===== src/rtl/partGuardPkg.sv =====
package partGuardPkg;
  localparam logic [15:0] BOUND_CODE  = 16'hCC55;
  localparam logic [15:0] FREEZE_CODE = 16'hAA40;
  localparam logic [7:0]  FREEZE_KEY  = 8'hD2;
  localparam logic [7:0]  BOUND_SET   = 8'hFF;
  localparam logic [7:0]  BOUND_CLR   = 8'h00;

  typedef enum logic [1:0] {
    PB_OPEN   = 2'b00,
    PB_SOFT   = 2'b01,
    PB_HWPIN  = 2'b10,
    PB_LOCKED = 2'b11
  } partBehav_e;

  typedef struct packed {
    logic mprWe;
    logic keepEnd;
  } ctrlStrb_t;
endpackage


===== src/rtl/partGuardCtrl.sv =====
module partGuardCtrl
  import partGuardPkg::*;
(
  input  logic        clk,
  input  logic        rstN,
  input  logic        cmdPrelSet,
  input  logic        cmdPrelClr,
  input  logic        cmdMprWrite,
  input  logic        cmdBoundLock,
  input  logic        cmdFreeze,
  input  logic        cmdSoftRst,
  input  logic [15:0] addrLow,
  input  logic [7:0]  dataIn,
  input  logic        welIn,
  output ctrlStrb_t   strb,
  output logic        welClr,
  output logic        prel,
  output logic        pabp,
  output logic        fmpc
);
  logic cfgAttempt, cfgOk, boundOk, freezeOk;

  always_comb begin
    cfgAttempt    = cmdMprWrite | cmdBoundLock | cmdFreeze;
    cfgOk         = welIn & prel & ~fmpc;
    boundOk       = cmdBoundLock & cfgOk & (addrLow == BOUND_CODE);
    freezeOk      = cmdFreeze & cfgOk & (addrLow == FREEZE_CODE) & (dataIn == FREEZE_KEY);
    strb.mprWe    = cmdMprWrite & cfgOk;
    strb.keepEnd  = pabp;
    welClr        = cfgAttempt;
  end

  always_ff @(posedge clk or negedge rstN) begin
    if (!rstN) begin
      prel <= 1'b0;
      pabp <= 1'b0;
      fmpc <= 1'b0;
    end else begin
      if (cfgAttempt || cmdPrelClr || cmdSoftRst) prel <= 1'b0;
      else if (cmdPrelSet)                         prel <= 1'b1;
      if (boundOk && dataIn == BOUND_SET)      pabp <= 1'b1;
      else if (boundOk && dataIn == BOUND_CLR) pabp <= 1'b0;
      if (freezeOk) fmpc <= 1'b1;
    end
  end


  fmpc_sticky_chk: assert property (@(posedge clk) disable iff (!rstN)
    fmpc |=> fmpc);

  pabp_gate_chk: assert property (@(posedge clk) disable iff (!rstN)
    !$stable(pabp) |-> $past(cmdBoundLock && welIn && prel && !fmpc));

  prel_drop_chk: assert property (@(posedge clk) disable iff (!rstN)
    (cmdMprWrite || cmdBoundLock || cmdFreeze) |=> !prel);
endmodule


===== src/rtl/partGuardRegs.sv =====
module partGuardRegs
  import partGuardPkg::*;
#(
  parameter int NUM_PART = 8,
  parameter int ADDR_W   = 19,
  parameter int REG_W    = 8,
  localparam int IDX_W   = $clog2(NUM_PART)
) (
  input  logic                            clk,
  input  logic                            rstN,
  input  ctrlStrb_t                       strb,
  input  logic [ADDR_W-1:0]               addr,
  input  logic [REG_W-1:0]                dataIn,
  output logic [NUM_PART-1:0][REG_W-1:0]  mprAll,
  output logic [REG_W-1:0]                mprRdData
);
  logic [IDX_W-1:0] selIdx;
  assign selIdx    = addr[ADDR_W-1 -: IDX_W];
  assign mprRdData = mprAll[selIdx];

  for (genvar i = 0; i < NUM_PART; i++) begin : g_part
    logic hitWe, isLocked;
    assign hitWe    = strb.mprWe && (selIdx == IDX_W'(i));
    assign isLocked = (mprAll[i][REG_W-1 -: 2] == PB_LOCKED);

    always_ff @(posedge clk or negedge rstN) begin
      if (!rstN) begin
        mprAll[i] <= '0;
      end else if (hitWe && !isLocked) begin
        if (strb.keepEnd) mprAll[i][REG_W-1 -: 2] <= dataIn[REG_W-1 -: 2];
        else              mprAll[i]               <= dataIn;
      end
    end


    locked_keep_chk: assert property (@(posedge clk) disable iff (!rstN)
      (mprAll[i][REG_W-1 -: 2] == 2'b11) |=> $stable(mprAll[i]));

    mpr_gate_chk: assert property (@(posedge clk) disable iff (!rstN)
      !$stable(mprAll[i]) |-> $past(strb.mprWe));

    keep_end_chk: assert property (@(posedge clk) disable iff (!rstN)
      strb.keepEnd |=> $stable(mprAll[i][REG_W-3:0]));
  end
endmodule


===== src/rtl/partGuardScan.sv =====
module partGuardScan
  import partGuardPkg::*;
#(
  parameter int NUM_PART = 8,
  parameter int ADDR_W   = 19,
  parameter int REG_W    = 8,
  parameter int END_W    = 6
) (
  input  logic [NUM_PART-1:0][REG_W-1:0] mprAll,
  input  logic [ADDR_W-1:0]              addr,
  input  logic                           wpmIn,
  input  logic [1:0]                     bpIn,
  input  logic                           wpPinIn,
  output logic                           writeProt
);
  logic [END_W-1:0]    addrHi;
  logic [NUM_PART-1:0] covers;
  logic [NUM_PART-1:0] guards;
  logic                enhProt, legProt;

  assign addrHi = addr[ADDR_W-1 -: END_W];

  for (genvar i = 0; i < NUM_PART; i++) begin : g_cmp
    partBehav_e behav;
    assign behav     = partBehav_e'(mprAll[i][REG_W-1 -: 2]);
    assign covers[i] = (addrHi <= mprAll[i][END_W-1:0]);
    always_comb begin
      unique case (behav)
        PB_OPEN:   guards[i] = 1'b0;
        PB_SOFT:   guards[i] = 1'b1;
        PB_HWPIN:  guards[i] = wpPinIn;
        PB_LOCKED: guards[i] = 1'b1;
      endcase
    end
  end

  // First covering register wins: scan from the top down so index 0 ends last.
  always_comb begin
    enhProt = 1'b0;
    for (int k = NUM_PART - 1; k >= 0; k--) begin
      if (covers[k]) enhProt = guards[k];
    end
  end

  always_comb begin
    unique case (bpIn)
      2'b00: legProt = 1'b0;
      2'b01: legProt = (addr[ADDR_W-1 -: 2] == 2'b11);
      2'b10: legProt = addr[ADDR_W-1];
      2'b11: legProt = 1'b1;
    endcase
  end

  assign writeProt = wpmIn ? enhProt : legProt;
endmodule


===== src/rtl/partWriteGuard.sv =====
module partWriteGuard
  import partGuardPkg::*;
#(
  parameter int NUM_PART = 8,
  parameter int ADDR_W   = 19,
  parameter int REG_W    = 8,
  localparam int END_W   = REG_W - 2
) (
  input  logic              clk,
  input  logic              rstN,
  input  logic              cmdPrelSet,
  input  logic              cmdPrelClr,
  input  logic              cmdMprWrite,
  input  logic              cmdBoundLock,
  input  logic              cmdFreeze,
  input  logic              cmdSoftRst,
  input  logic [ADDR_W-1:0] addr,
  input  logic [REG_W-1:0]  dataIn,
  input  logic              welIn,
  input  logic              wpmIn,
  input  logic [1:0]        bpIn,
  input  logic              wpPinIn,
  output logic              writeProt,
  output logic [REG_W-1:0]  mprRdData,
  output logic              welClr,
  output logic              prelOut,
  output logic              pabpOut,
  output logic              fmpcOut
);
  ctrlStrb_t                      strb;
  logic [NUM_PART-1:0][REG_W-1:0] mprAll;

  partGuardCtrl i_ctrl (
    .clk(clk), .rstN(rstN),
    .cmdPrelSet(cmdPrelSet), .cmdPrelClr(cmdPrelClr), .cmdMprWrite(cmdMprWrite),
    .cmdBoundLock(cmdBoundLock), .cmdFreeze(cmdFreeze), .cmdSoftRst(cmdSoftRst),
    .addrLow(addr[15:0]), .dataIn(dataIn), .welIn(welIn),
    .strb(strb), .welClr(welClr), .prel(prelOut), .pabp(pabpOut), .fmpc(fmpcOut)
  );

  partGuardRegs #(.NUM_PART(NUM_PART), .ADDR_W(ADDR_W), .REG_W(REG_W)) i_regs (
    .clk(clk), .rstN(rstN), .strb(strb), .addr(addr), .dataIn(dataIn),
    .mprAll(mprAll), .mprRdData(mprRdData)
  );

  partGuardScan #(.NUM_PART(NUM_PART), .ADDR_W(ADDR_W), .REG_W(REG_W), .END_W(END_W)) i_scan (
    .mprAll(mprAll), .addr(addr), .wpmIn(wpmIn), .bpIn(bpIn),
    .wpPinIn(wpPinIn), .writeProt(writeProt)
  );


  legacy_all_chk: assert property (@(posedge clk) disable iff (!rstN)
    (!wpmIn && bpIn == 2'b11) |-> writeProt);

  legacy_none_chk: assert property (@(posedge clk) disable iff (!rstN)
    (!wpmIn && bpIn == 2'b00) |-> !writeProt);
endmodule


===== config.mk =====
export PLATFORM = sky130hd
export DESIGN_NAME = partWriteGuard
export DESIGN_NICKNAME = d
export VERILOG_FILES = /design/src/rtl/partGuardPkg.sv /design/src/rtl/partGuardCtrl.sv /design/src/rtl/partGuardRegs.sv /design/src/rtl/partGuardScan.sv /design/src/rtl/partWriteGuard.sv
export SDC_FILE = /design/constraint.sdc
export NUM_CORES = 1
export LEC_CHECK = 0
export ABC_AREA = 1
export BUFFER_PORTS_ARGS = -buffer_cell sky130_fd_sc_hd__buf_2
export CORE_MARGIN = 2
export CORE_UTILIZATION = 49
export CTS_BUF_LIST = sky130_fd_sc_hd__clkbuf_8
export DETAILED_ROUTE_END_ITERATION = 10
export GPL_ROUTABILITY_DRIVEN = 0
export GPL_TIMING_DRIVEN = 0
export PLACE_DENSITY = 0.69
export SYNTH_ARGS = -nofsm -noshare
export SYNTH_HDL_FRONTEND = slang
export SYNTH_SLANG_ARGS = --single-unit

===== constraint.sdc =====
create_clock -name clk -period 1.7 [get_ports clk]
set_input_delay 0.085 -clock clk [delete_from_list [all_inputs] [get_ports clk]]
set_output_delay 0.085 -clock clk [all_outputs]
set_load 0.01 [all_outputs]

== Word-level counts from Yosys, hierarchy flattened ==
Cells that the tools add are included.
Storage, ports and cells
  ROM bits: 0
  output and inout port bits: 13
  register bits after elaboration: 67
  memories kept: 0
  RAM bits: 0
  bits in latches: 0
Cells by class
  shift operators: 0
  bitwise gates (word level): 12
  reduce and logical (&&, ||, !) cells: 57
  mux-type cells: 24
  divide/modulo/power cells: 0
  equal/unequal tests: 39
  add/subtract/negate cells: 0
  magnitude comparators: 9
  multipliers: 0
Operator list (count)
  6-bit less-or-equal comparator: 8
  2-bit == test, second input constant: 19
  16-bit == test, second input constant: 2
  8-bit binary-select mux with 3-bit select: 1
  1-bit case mux with 3 select lines: 8
  2-bit by 1-bit == test with 1-bit output, second input constant: 9
  1-bit logical AND: 18
  2-bit zero test: 9
  8-bit == test, second input constant: 2
  2-bit AND reduction: 8
  2-bit OR reduction: 8
  1-bit 2-to-1 mux: 13
  3-bit == test, second input constant: 4
  1-bit AND: 8
  1-bit zero test: 8
  8-bit zero test: 1
  8-bit 2-to-1 mux: 1
  3-bit by 2-bit == test with 1-bit output, second input constant: 2
  3-bit by 4-bit < comparator with 1-bit output, second input constant: 1
  1-bit case mux with 4 select lines: 1
  2-bit nonzero test: 2
  3-bit by 1-bit == test with 1-bit output, second input constant: 1
  3-bit zero test: 1
  1-bit logical OR: 2
  other kinds (2): 4

== Depth between registers and ports, before layout ==
Gate-level depths: netlist (run 1).
  depth after elaboration: 12
  gate-level depth with buffers: 17
  gate-level depth less buffers: 17

== By module ==
Synthesis (run 1) repeated with hierarchy kept, for this count alone.
Unflattened totals
  cell total of the unflattened synthesis: 763
  area, all modules: 5235.0 um^2
Modules (own cells, without submodules)
  partGuardRegs: area each 3498.4 um^2, cells each 477, instances 1
  partGuardScan: area each 1392.6 um^2, cells each 222, instances 1
  partGuardCtrl: area each 344.1 um^2, cells each 64, instances 1

== Worst setup path after synthesis (run 1) ==
OpenSTA, ideal clock, no wires.
  path kind: reg-to-output
  start: register i_regs.mprAll[53] (netlist bit)
  end: output writeProt
  buffers on the path: 0
  data arrival time: 1571 ps
  slack: 44 ps
  cell stages (with the launch flop): 17
  data required time: 1615 ps
  cell sequence: dfrtp_1 -> inv_1 -> ha_1 -> nand2_1 -> nor2_1 -> nand2_1 -> nand3_1 -> nand2_1 -> inv_1 -> nand3_1 -> nand2_1 -> nand2_1 -> nand2_1 -> nand2_1 -> nand2_1 -> nand2_1 -> a21oi_1
Between the ends
  cells in the longest elaborated chain, start to end: 9
Ends and longest elaborated chain
  start: declaration: line partGuardRegs.sv:14  | output logic [NUM_PART-1:0][REG_W-1:0] mprAll,
  start signal: indexed assignment: line partGuardRegs.sv:30  | if (strb.keepEnd) mprAll[i][REG_W-1 -: 2] <= dataIn[REG_W-1 -: 2];
  start signal: indexed assignment: line partGuardRegs.sv:31  | else mprAll[i] <= dataIn;
  6-bit less-or-equal comparator: line partGuardScan.sv:26  | assign covers[i] = (addrHi <= mprAll[i][END_W-1:0]);
  1-bit 2-to-1 mux (7 in a row): line partGuardScan.sv:41  | if (covers[k]) enhProt = guards[k];
  1-bit 2-to-1 mux: line partGuardScan.sv:54  | assign writeProt = wpmIn ? enhProt : legProt;
  end: declaration: line partWriteGuard.sv:23  | output logic writeProt,
Every way passes these cells.

== Final worst setup path (run 1) ==
  start: register i_regs.mprAll[59] (netlist bit)
  end: output writeProt
Between the ends
  cells in the longest elaborated chain, start to end: 10
Ends and longest elaborated chain (line)
  6-bit less-or-equal comparator: partGuardScan.sv:26
  1-bit 2-to-1 mux (8 in a row): partGuardScan.sv:41
  1-bit 2-to-1 mux: partGuardScan.sv:54
Every way passes these cells.

==> qor.txt, run 1 <==
Avg WL per Cell - 16.6 um
vias in the first global route - 4,218
worst slew pin tran - 0.842 ns
Yosys reg bits - 67
CTS clk-pin slew, worst paths - 0.08 ns
asr flop ratio synth - 100%
Ys Warns - 0
maximum VDD drop - 438 uV
final instance area - 5880 sq um
total CTS buffers - 9
vias - 4,396
clock latency on the worst-skew pair - 0.34 ns
GR Overflow Total - 0
Pleak - 2.69 nW
Post-Syn Nets - 671
setup violators final - 2
Post-Syn Area - 4650 sq um
Iteration-0 DRC Markers - 254
Post-synth EDFFs - 0
post-layout min period - 2.31 ns
clk buf depth - 2
cell mode on critical path - nand2_1
failing checks - setup timing
worst min-delay path class - primary input to flip-flop
Clock Skews - 0.0120 ns
drt pass-1 iters - 5
Die Y - 101 um
Ports - 53
area grow syn2layout - 26.3%
Max-slew headroom - 43.9%
post-synth top area share - 36.0%
HPWL Detailed - 9.44 mm
ANT cells - 0
fin. max-slew vios - 0
wirelength, routed - 13.5 mm
Placed Cells - 764
# rows - 35
largest cells by area after synthesis - dfrtp_1 36%, ha_1 13%, nand2_1 11%
Post-DP Area - 5080 sq um
# fillers - 815
largest net degree at the start of global routing - 68
CTS root buf - clkbuf_8
Final ANT Viol Nets - 0
clock sinks - 67
DRC Markers - 0
WP data arrival - 2.23 ns
input/output buffers - 52
CP Class - flip-flop to output pin
max-cap violation count - 0
Cell variety after synth - 47
Max FO, Critical Path - 2
Hold Fails Final Rpt - 0
vias per inst - 5.39
Post-synth top cells - 137 x nand2_1, 82 x inv_1, 67 x dfrtp_1
Final Power - 3.36 mW
setup ws final - -0.614 ns
Core ar. - 9240 sq um
sequential fraction of the synthesis area - 36.0%
Chip Width - 101 um
Non-Filler Instances - 816
Die Area - 10,300 sq um
RSZ-0062 raised after global routing - true
H-tree Lvls - 3
area leader, netlist - dfrtp_1
crit end category - output pin
fin crit share - 136%
status - finished with violations
delay-heaviest family, CP - simple AND/OR/NAND/NOR gates
fmax - 0.432 GHz
pwr dens - 571 nW/um^2
Synth Flop Type - dfrtp_1
Worst EP required - 1.62 ns
syn_area_per_cell - 7.98 sq um
GRT Overall Usage - 26.3%
WP buf/inv - 2
critical path startpoint category - flip-flop
Nets - 770
Slowest Stage Delay on Critical Path - 0.36 ns
initial core utilization - 50.4%
slowest CP cell - dfrtp_1
worst path cell trace - inv_2 -> ha_4 -> nand2_1 -> nor2_2 -> nand3_1 -> nand2_1 -> nand3_1 -> nand2_1 -> nand2_1 -> nand2_1 -> nand2_1 -> nand2_1 -> nand2_1 -> a21oi_1 -> buf_2
layout cell share with drive strength beyond 1 - 30.0%
first-pass GRT wire length - 20.7 mm
cells after synthesis - 583
Hold WS - 0.0156 ns
initial antenna violation count - 0
CTS tree - yes
top-count cell post-synth - nand2_1
-- flip-flops by register name (all words and copies together) (netlist names) --
signal	count
i_regs.mprAll	64
i_ctrl.fmpc	1
i_ctrl.pabp	1
i_ctrl.prel	1
-- cell type report --
| cell class | count | area, sq um | share of cell area (%) |
|---|---|---|---|
| Clock buffer | 11 | 151 | 2.58 |
| Inverter | 89 | 337 | 5.73 |
| Multi-Input combinational cell | 412 | 2840 | 48.3 |
| Sequential cell | 67 | 1680 | 28.5 |
| Tap cell | 129 | 161 | 2.75 |
| Clock inverter | 5 | 28.8 | 0.490 |
| Timing Repair Buffer | 89 | 553 | 9.41 |
| Buffer | 14 | 130 | 2.21 |
-- per-layer routing --
layer / wire length (um) / GRT usage [%]
met5: 0 / 0
met4: 278 / 8.11
met3: 795 / 3.45
met2: 6500 / 43.9
met1: 5930 / 35.7
-- placed cells by master, fill, tap and decap left out, drive strengths merged --
master	count
clkinv	2
nor3	3
buf	97
a221oi	5
clkinvlp	2
nor4	5
or2	2
ha	48
and3	3
clkbuf	14
nor4b	2
nor3b	1
o2111ai	4
a32oi	4
nand2	149
a31oi	2
dlygate4sd3	3
dfrtp	67
o21ai	78
nand3	13
o31ai	1
nand3b	1
o22ai	5
o21a	3
o21bai	2
a2111oi	1
a22oi	4
a311oi	1
o211ai	2
a21oi	33
a21o	2
nor2	29
inv	90
nand4	8
a21boi	1
-- worst min-delay path: cells and delay by family --
| kind | cells | cell delay [ns] |
|---|---|---|
| and+or+nand+nor | 1 | 0.07 |
| AOI/OAI and AO/OA | 1 | 0.06 |
| buffers and inverters | 1 | 0.11 |
-- timing repair --
action / 4_1_cts / 5_1_grt
resized for setup: 19 / 57
setup buffers: 12 / 22
hold buffers: 3 / 0
setup endpoints to repair: 9 / 35
pin swaps: 3 / 22
hold endpoints to repair: 68 / 0
-- final timing paths --
| kind | from | to | slack, ns | depth (start not counted) |
|---|---|---|---|---|
| setup reg to reg | i_ctrl.fmpc | i_regs.mprAll[12] | 0.07 | 10 |
| hold reg to reg | i_regs.mprAll[58] | i_regs.mprAll[58] | 0.49 | 2 |
| setup / recovery | i_regs.mprAll[59] | writeProt | -0.61 | 15 |
| hold / removal | dataIn[1] | i_ctrl.pabp | 0.02 | 3 |
| min in group asynchronous | rstN | i_regs.mprAll[63] | 0.39 | 2 |
| max in group asynchronous | rstN | i_regs.mprAll[34] | 0.76 | 2 |
-- cells by family after synthesis --
family	after synthesis	share of synthesized area [%]
adders and majority gates	48	12.9
and+or+nand+nor	216	21.2
DFF	67	36.0
buffers and inverters	104	9.57
AOI/OAI and AO/OA	148	20.3
-- metrics by stage --
stage | TNS (ns) | util [%] | setup WS, ns
finish | -0.622 | 63.6 | -0.614
global route | -0.878 | 63.6 | -0.795
CTS | -0.530 | 58.9 | -0.530
detailed placement | -1.83 | 55.0 | -0.289
global placement | -1.68 | 54.9 | -0.243
floorplan | 0 | - | 0.0437
-- power breakdown --
| part | total (mW) | leakage (nW) | switching (mW) | internal [mW] |
|---|---|---|---|---|
| logic | 0.528 | 1.69 | 0.336 | 0.192 |
| clock network | 1.23 | 0.0925 | 0.635 | 0.599 |
| registers | 1.59 | 0.910 | 0.000216 | 1.59 |
(Power assumes the default switching activity.)
==> run 2: changes to the inputs <==
Settings changed: CTS_BUF_LIST sky130_fd_sc_hd__clkbuf_8 to default.
==> qor.txt, run 2 (same netlist as run 1, synthesis figures left out) <==
status - finished with violations
failing checks - setup timing
Iteration-0 DRC Markers - 254
Ports - 53
CP Class - flip-flop to output pin
clock latency on the worst-skew pair - 0.34 ns
slowest CP cell - dfrtp_1
Fin Setup TNS - -0.622 ns
Clock Skews - 0.0120 ns
Die Area - 10,300 sq um
setup ws final - -0.614 ns
largest net degree at the start of global routing - 68
maximum VDD drop - 438 uV
Max FO, Critical Path - 2
r2r setup slk - 0.07 ns
Worst EP required - 1.62 ns
total CTS buffers - 9
worst slew pin tran - 0.842 ns
Nets - 770
layout cell share with drive strength beyond 1 - 30.0%
Slowest Stage Delay on Critical Path - 0.36 ns
Die Y - 101 um
vias in the first global route - 4,218
fin crit share - 136%
GR Overflow Total - 0
Core ar. - 9240 sq um
# rows - 35
fmax - 0.432 GHz
Max-slew headroom - 43.9%
ANT cells - 0
Non-Filler Instances - 816
Pleak - 2.69 nW
H-tree Lvls - 3
GRT Overall Usage - 26.3%
Top reg by flops - i_regs.mprAll
post-layout min period - 2.31 ns
vias - 4,397
first-pass GRT wire length - 20.7 mm
HPWL Detailed - 9.44 mm
initial antenna violation count - 0
worst min-delay path class - primary input to flip-flop
CTS root buf - clkbuf_8
crit end category - output pin
drt pass-1 iters - 5
commonest non-fill, non-tap cells in the layout - 128 x nand2_1, 74 x inv_1, 67 x dfrtp_1
leading cell type in the layout, fill and taps excluded - nand2_1
pre-CTS setup slack - -0.289 ns
CTS clk-pin slew, worst paths - 0.08 ns
critical path startpoint category - flip-flop
WP data arrival - 2.23 ns
vias per inst - 5.39
Hold WS - 0.0156 ns
Chip Width - 101 um
max FFs per register - 64
CTS tree - yes
DRC Markers - 0
Placed Cells - 764
Avg WL per Cell - 16.5 um
clock sinks - 67
cell mode on critical path - nand2_1
input/output buffers - 52
Final Core Density - 63.6%
RSZ-0062 raised after global routing - true
pwr dens - 572 nW/um^2
area grow syn2layout - 26.3%
setup violators final - 2
Final ANT Viol Nets - 0
worst path cell trace - inv_2 -> ha_4 -> nand2_1 -> nor2_2 -> nand3_1 -> nand2_1 -> nand3_1 -> nand2_1 -> nand2_1 -> nand2_1 -> nand2_1 -> nand2_1 -> nand2_1 -> a21oi_1 -> buf_2
clk buf depth - 2
Hold Fails Final Rpt - 0
max-cap violation count - 0
initial core utilization - 50.4%
fin. max-slew vios - 0
wirelength, routed - 13.5 mm
[run 2: cell types whose count changed in the layout (fill, tap and decap cells not counted)]
cell | before | now
clkbuf_1 | 0 | 1
inv_1 | 75 | 74
[run 2: final timing paths]
path / start / end / cells past startpoint
max: i_regs.mprAll[59] / writeProt / 15
min: dataIn[1] / i_ctrl.pabp / 3
max reg2reg: i_ctrl.fmpc / i_regs.mprAll[12] / 10
min reg2reg: i_regs.mprAll[58] / i_regs.mprAll[58] / 2
max in group asynchronous: rstN / i_regs.mprAll[34] / 2
min in group asynchronous: rstN / i_regs.mprAll[63] / 2
[run 2: cell type report]
type	count	area [sq um]
buffer	14	130
clock buffer	12	155
clock inverter	4	25.0
fill	815	3360
inverter	89	337
multi-input combinational	412	2840
sequential	67	1680
tap	129	161
timing repair buffer	89	553
[run 2: through the flow]
step           instance area [sq um]  power [mW]
2_1_floorplan                   4650        1.85
3_3_place_gp                    5080        2.05
3_5_place_dp                    5080        2.06
4_1_cts                         5450        3.30
5_1_grt                         5880        3.50
6_report                        5880        3.36
[run 2: worst max-delay path, delay by kind of cell (launching register included)]
family	cells	cell delay [ns]
AND/OR/NAND/NOR	11	0.94
flip-flops	1	0.36
adder cells (fa/ha/maj)	1	0.26
buffers and inverters	2	0.20
AO/OA/AOI/OAI	1	0.13
[run 2: where the power goes]
group	leakage (nW)	switching (mW)	internal (mW)
logic	1.69	0.336	0.192
registers	0.910	0.000216	1.59
clock network	0.0884	0.635	0.605
total	2.69	0.970	2.39
[run 2: layer usage]
metal  up-vias  track usage (%)  part of all wire, %
met3        28             3.45                  5.9
met4         0             8.11                  2.1
met5         -                0                    0
li1       2162                -                    -
met1      2059             35.7                   44
met2       148             43.9                   48
[run 2: repair_timing]
item / 4_1_cts / 5_1_grt
pin swaps: 3 / 22
hold buffers: 3 / 0
gates cloned: 0 / 0
gates resized for setup: 19 / 57
endpoints found under the hold margin: 68 / 0
setup endpoints to repair: 9 / 35
buffers inserted: 12 / 22
==> run 3: changes to the inputs <==
Clock period 1.7 ns to 2.5 ns, I/O delays scaled along.
==> qor.txt, run 3 (same netlist as run 1, synthesis figures left out) <==
status - completed
max-cap violation count - 0
layout cell share with drive strength beyond 1 - 20.4%
clock power share - 37.5%
CTS clk-pin slew, worst paths - 0.07 ns
Top reg by flops - i_regs.mprAll
Final ANT Viol Nets - 0
Hold WS - 0.0578 ns
total CTS buffers - 9
clock sinks - 67
final instance area - 5360 sq um
Max-slew headroom - 44.3%
fmax - 0.433 GHz
Core ar. - 9240 sq um
vias per inst - 5.38
fin crit share - 92.3%
CP Class - flip-flop to output pin
Sw Pwr - 630 uW
H-tree Lvls - 3
post-layout min period - 2.31 ns
DRC Markers - 0
drt pass-1 iters - 4
RSZ-0062 raised after global routing - false
Multi-input gate area - 2580 sq um
crit end category - output pin
slowest CP cell - dfrtp_1
area grow syn2layout - 15.1%
Iteration-0 DRC Markers - 227
vias - 4,224
Fin Setup TNS - 0 ns
critical path startpoint category - flip-flop
vias in the first global route - 4,113
largest net degree at the start of global routing - 68
clk buf depth - 2
wirelength, routed - 12.4 mm
Post-DP Area - 5080 sq um
pwr dens - 416 nW/um^2
initial core utilization - 50.4%
fin. max-slew vios - 0
Clock Skews - 0.0108 ns
Chip Width - 101 um
Die Y - 101 um
GRT Overall Usage - 25.7%
Nets - 739
worst path cell trace - inv_1 -> ha_1 -> nand2_1 -> nor2_2 -> o21ai_0 -> a32oi_2 -> a21boi_1 -> nand2_1 -> nand2_1 -> a21oi_1 -> buf_2
GR Overflow Total - 0
cell mode on critical path - nand2_1
Gate power share - 13.9%
commonest non-fill, non-tap cells in the layout - 136 x nand2_1, 81 x inv_1, 67 x dfrtp_1
leading cell type in the layout, fill and taps excluded - nand2_1
Ports - 53
worst min-delay path class - primary input to flip-flop
setup violators final - 0
Max FO, Critical Path - 3
worst slew pin tran - 0.835 ns
initial antenna violation count - 0
Hold Fails Final Rpt - 0
Final Core Density - 58.0%
CTS root buf - clkbuf_8
Slowest Stage Delay on Critical Path - 0.38 ns
max FFs per register - 64
Switching Share - 28.3%
CTS tree - yes
# fillers - 869
first-pass GRT wire length - 20.3 mm
ANT cells - 0
Pleak - 2.47 nW
HPWL Detailed - 9.44 mm
# rows - 35
maximum VDD drop - 304 uV
input/output buffers - 52
Int Power - 1.60 mW
Worst EP required - 2.38 ns
clock latency on the worst-skew pair - 0.34 ns
Die Area - 10,300 sq um
Avg WL per Cell - 15.8 um
Placed Cells - 764
Storage cell area - 1680 sq um
r2r setup slk - 0.83 ns
Non-Filler Instances - 785
WP data arrival - 2.18 ns
sequential power share - 48.6%
==> run 3: cell types whose count changed in the layout (fill, tap and decap cells not counted), moves of 8 or more <==
cell / change
ha_4: -12
ha_1: +12
nand2_1: +8
buf_4: -34
==> run 3: metal layers <==
metal  GRT usage (%)  wire length [um]  vias to the layer above
met1            35.1              5740                     1977
met2            42.9              5820                      130
met3            3.31               628                       18
met5               0                 0                        -
met4            7.59               187                        0
li1                -                 -                     2099
==> run 3: critical path: cells and delay by family, from the launching register on <==
family / cells / cell delay, ns
compound gates: 4 / 0.61
fa+ha+maj: 1 / 0.29
buf+inv: 2 / 0.20
flops: 1 / 0.38
simple gates: 4 / 0.37
==> run 3: through the flow <==
| stage | power (mW) | setup WS, ns |
|---|---|---|
| final | 2.23 | 0.192 |
| after global routing | 2.32 | 0.00303 |
| after CTS | 2.23 | 0.0951 |
| after detailed placement | 1.40 | 0.471 |
| after global placement | 1.39 | 0.503 |
| after floorplan | 1.26 | 0.804 |
==> run 3: final timing paths <==
check | cells past startpoint | start | to
min in group asynchronous | 2 | rstN | i_regs.mprAll[63]
max | 11 | i_regs.mprAll[13] | writeProt
min | 3 | dataIn[1] | i_ctrl.pabp
min reg2reg | 2 | i_regs.mprAll[58] | i_regs.mprAll[58]
max reg2reg | 11 | i_ctrl.fmpc | i_regs.mprAll[5]
max in group asynchronous | 2 | rstN | i_regs.mprAll[43]
==> run 3: cell type report <==
cell class	instances	area share (%)
Buffer	15	2.03
Clock buffer	12	2.90
Clock inverter	4	0.467
Inverter	89	6.28
Multi-Input combinational cell	412	48.3
Sequential cell	67	31.3
Tap cell	129	3.01
Timing Repair Buffer	57	5.75
==> run 3: timing repair <==
item                       CTS  global route
hold buffers                 3             0
setup endpoints to repair    0             1
gates resized for setup      0            11
setup buffers                0             2
hold endpoints to repair    68             0
==> run 3: power by group through the flow <==
| stage | clock, mW | sequential (mW) | combinational [mW] |
|---|---|---|---|
| 6_report | 0.835 | 1.08 | 0.310 |
| 2_1_floorplan | 0 | 1.10 | 0.156 |
| 5_1_grt | 0.893 | 1.08 | 0.349 |
| 3_3_place_gp | 0 | 1.10 | 0.287 |
| 3_5_place_dp | 0 | 1.10 | 0.298 |
| 4_1_cts | 0.843 | 1.08 | 0.302 |
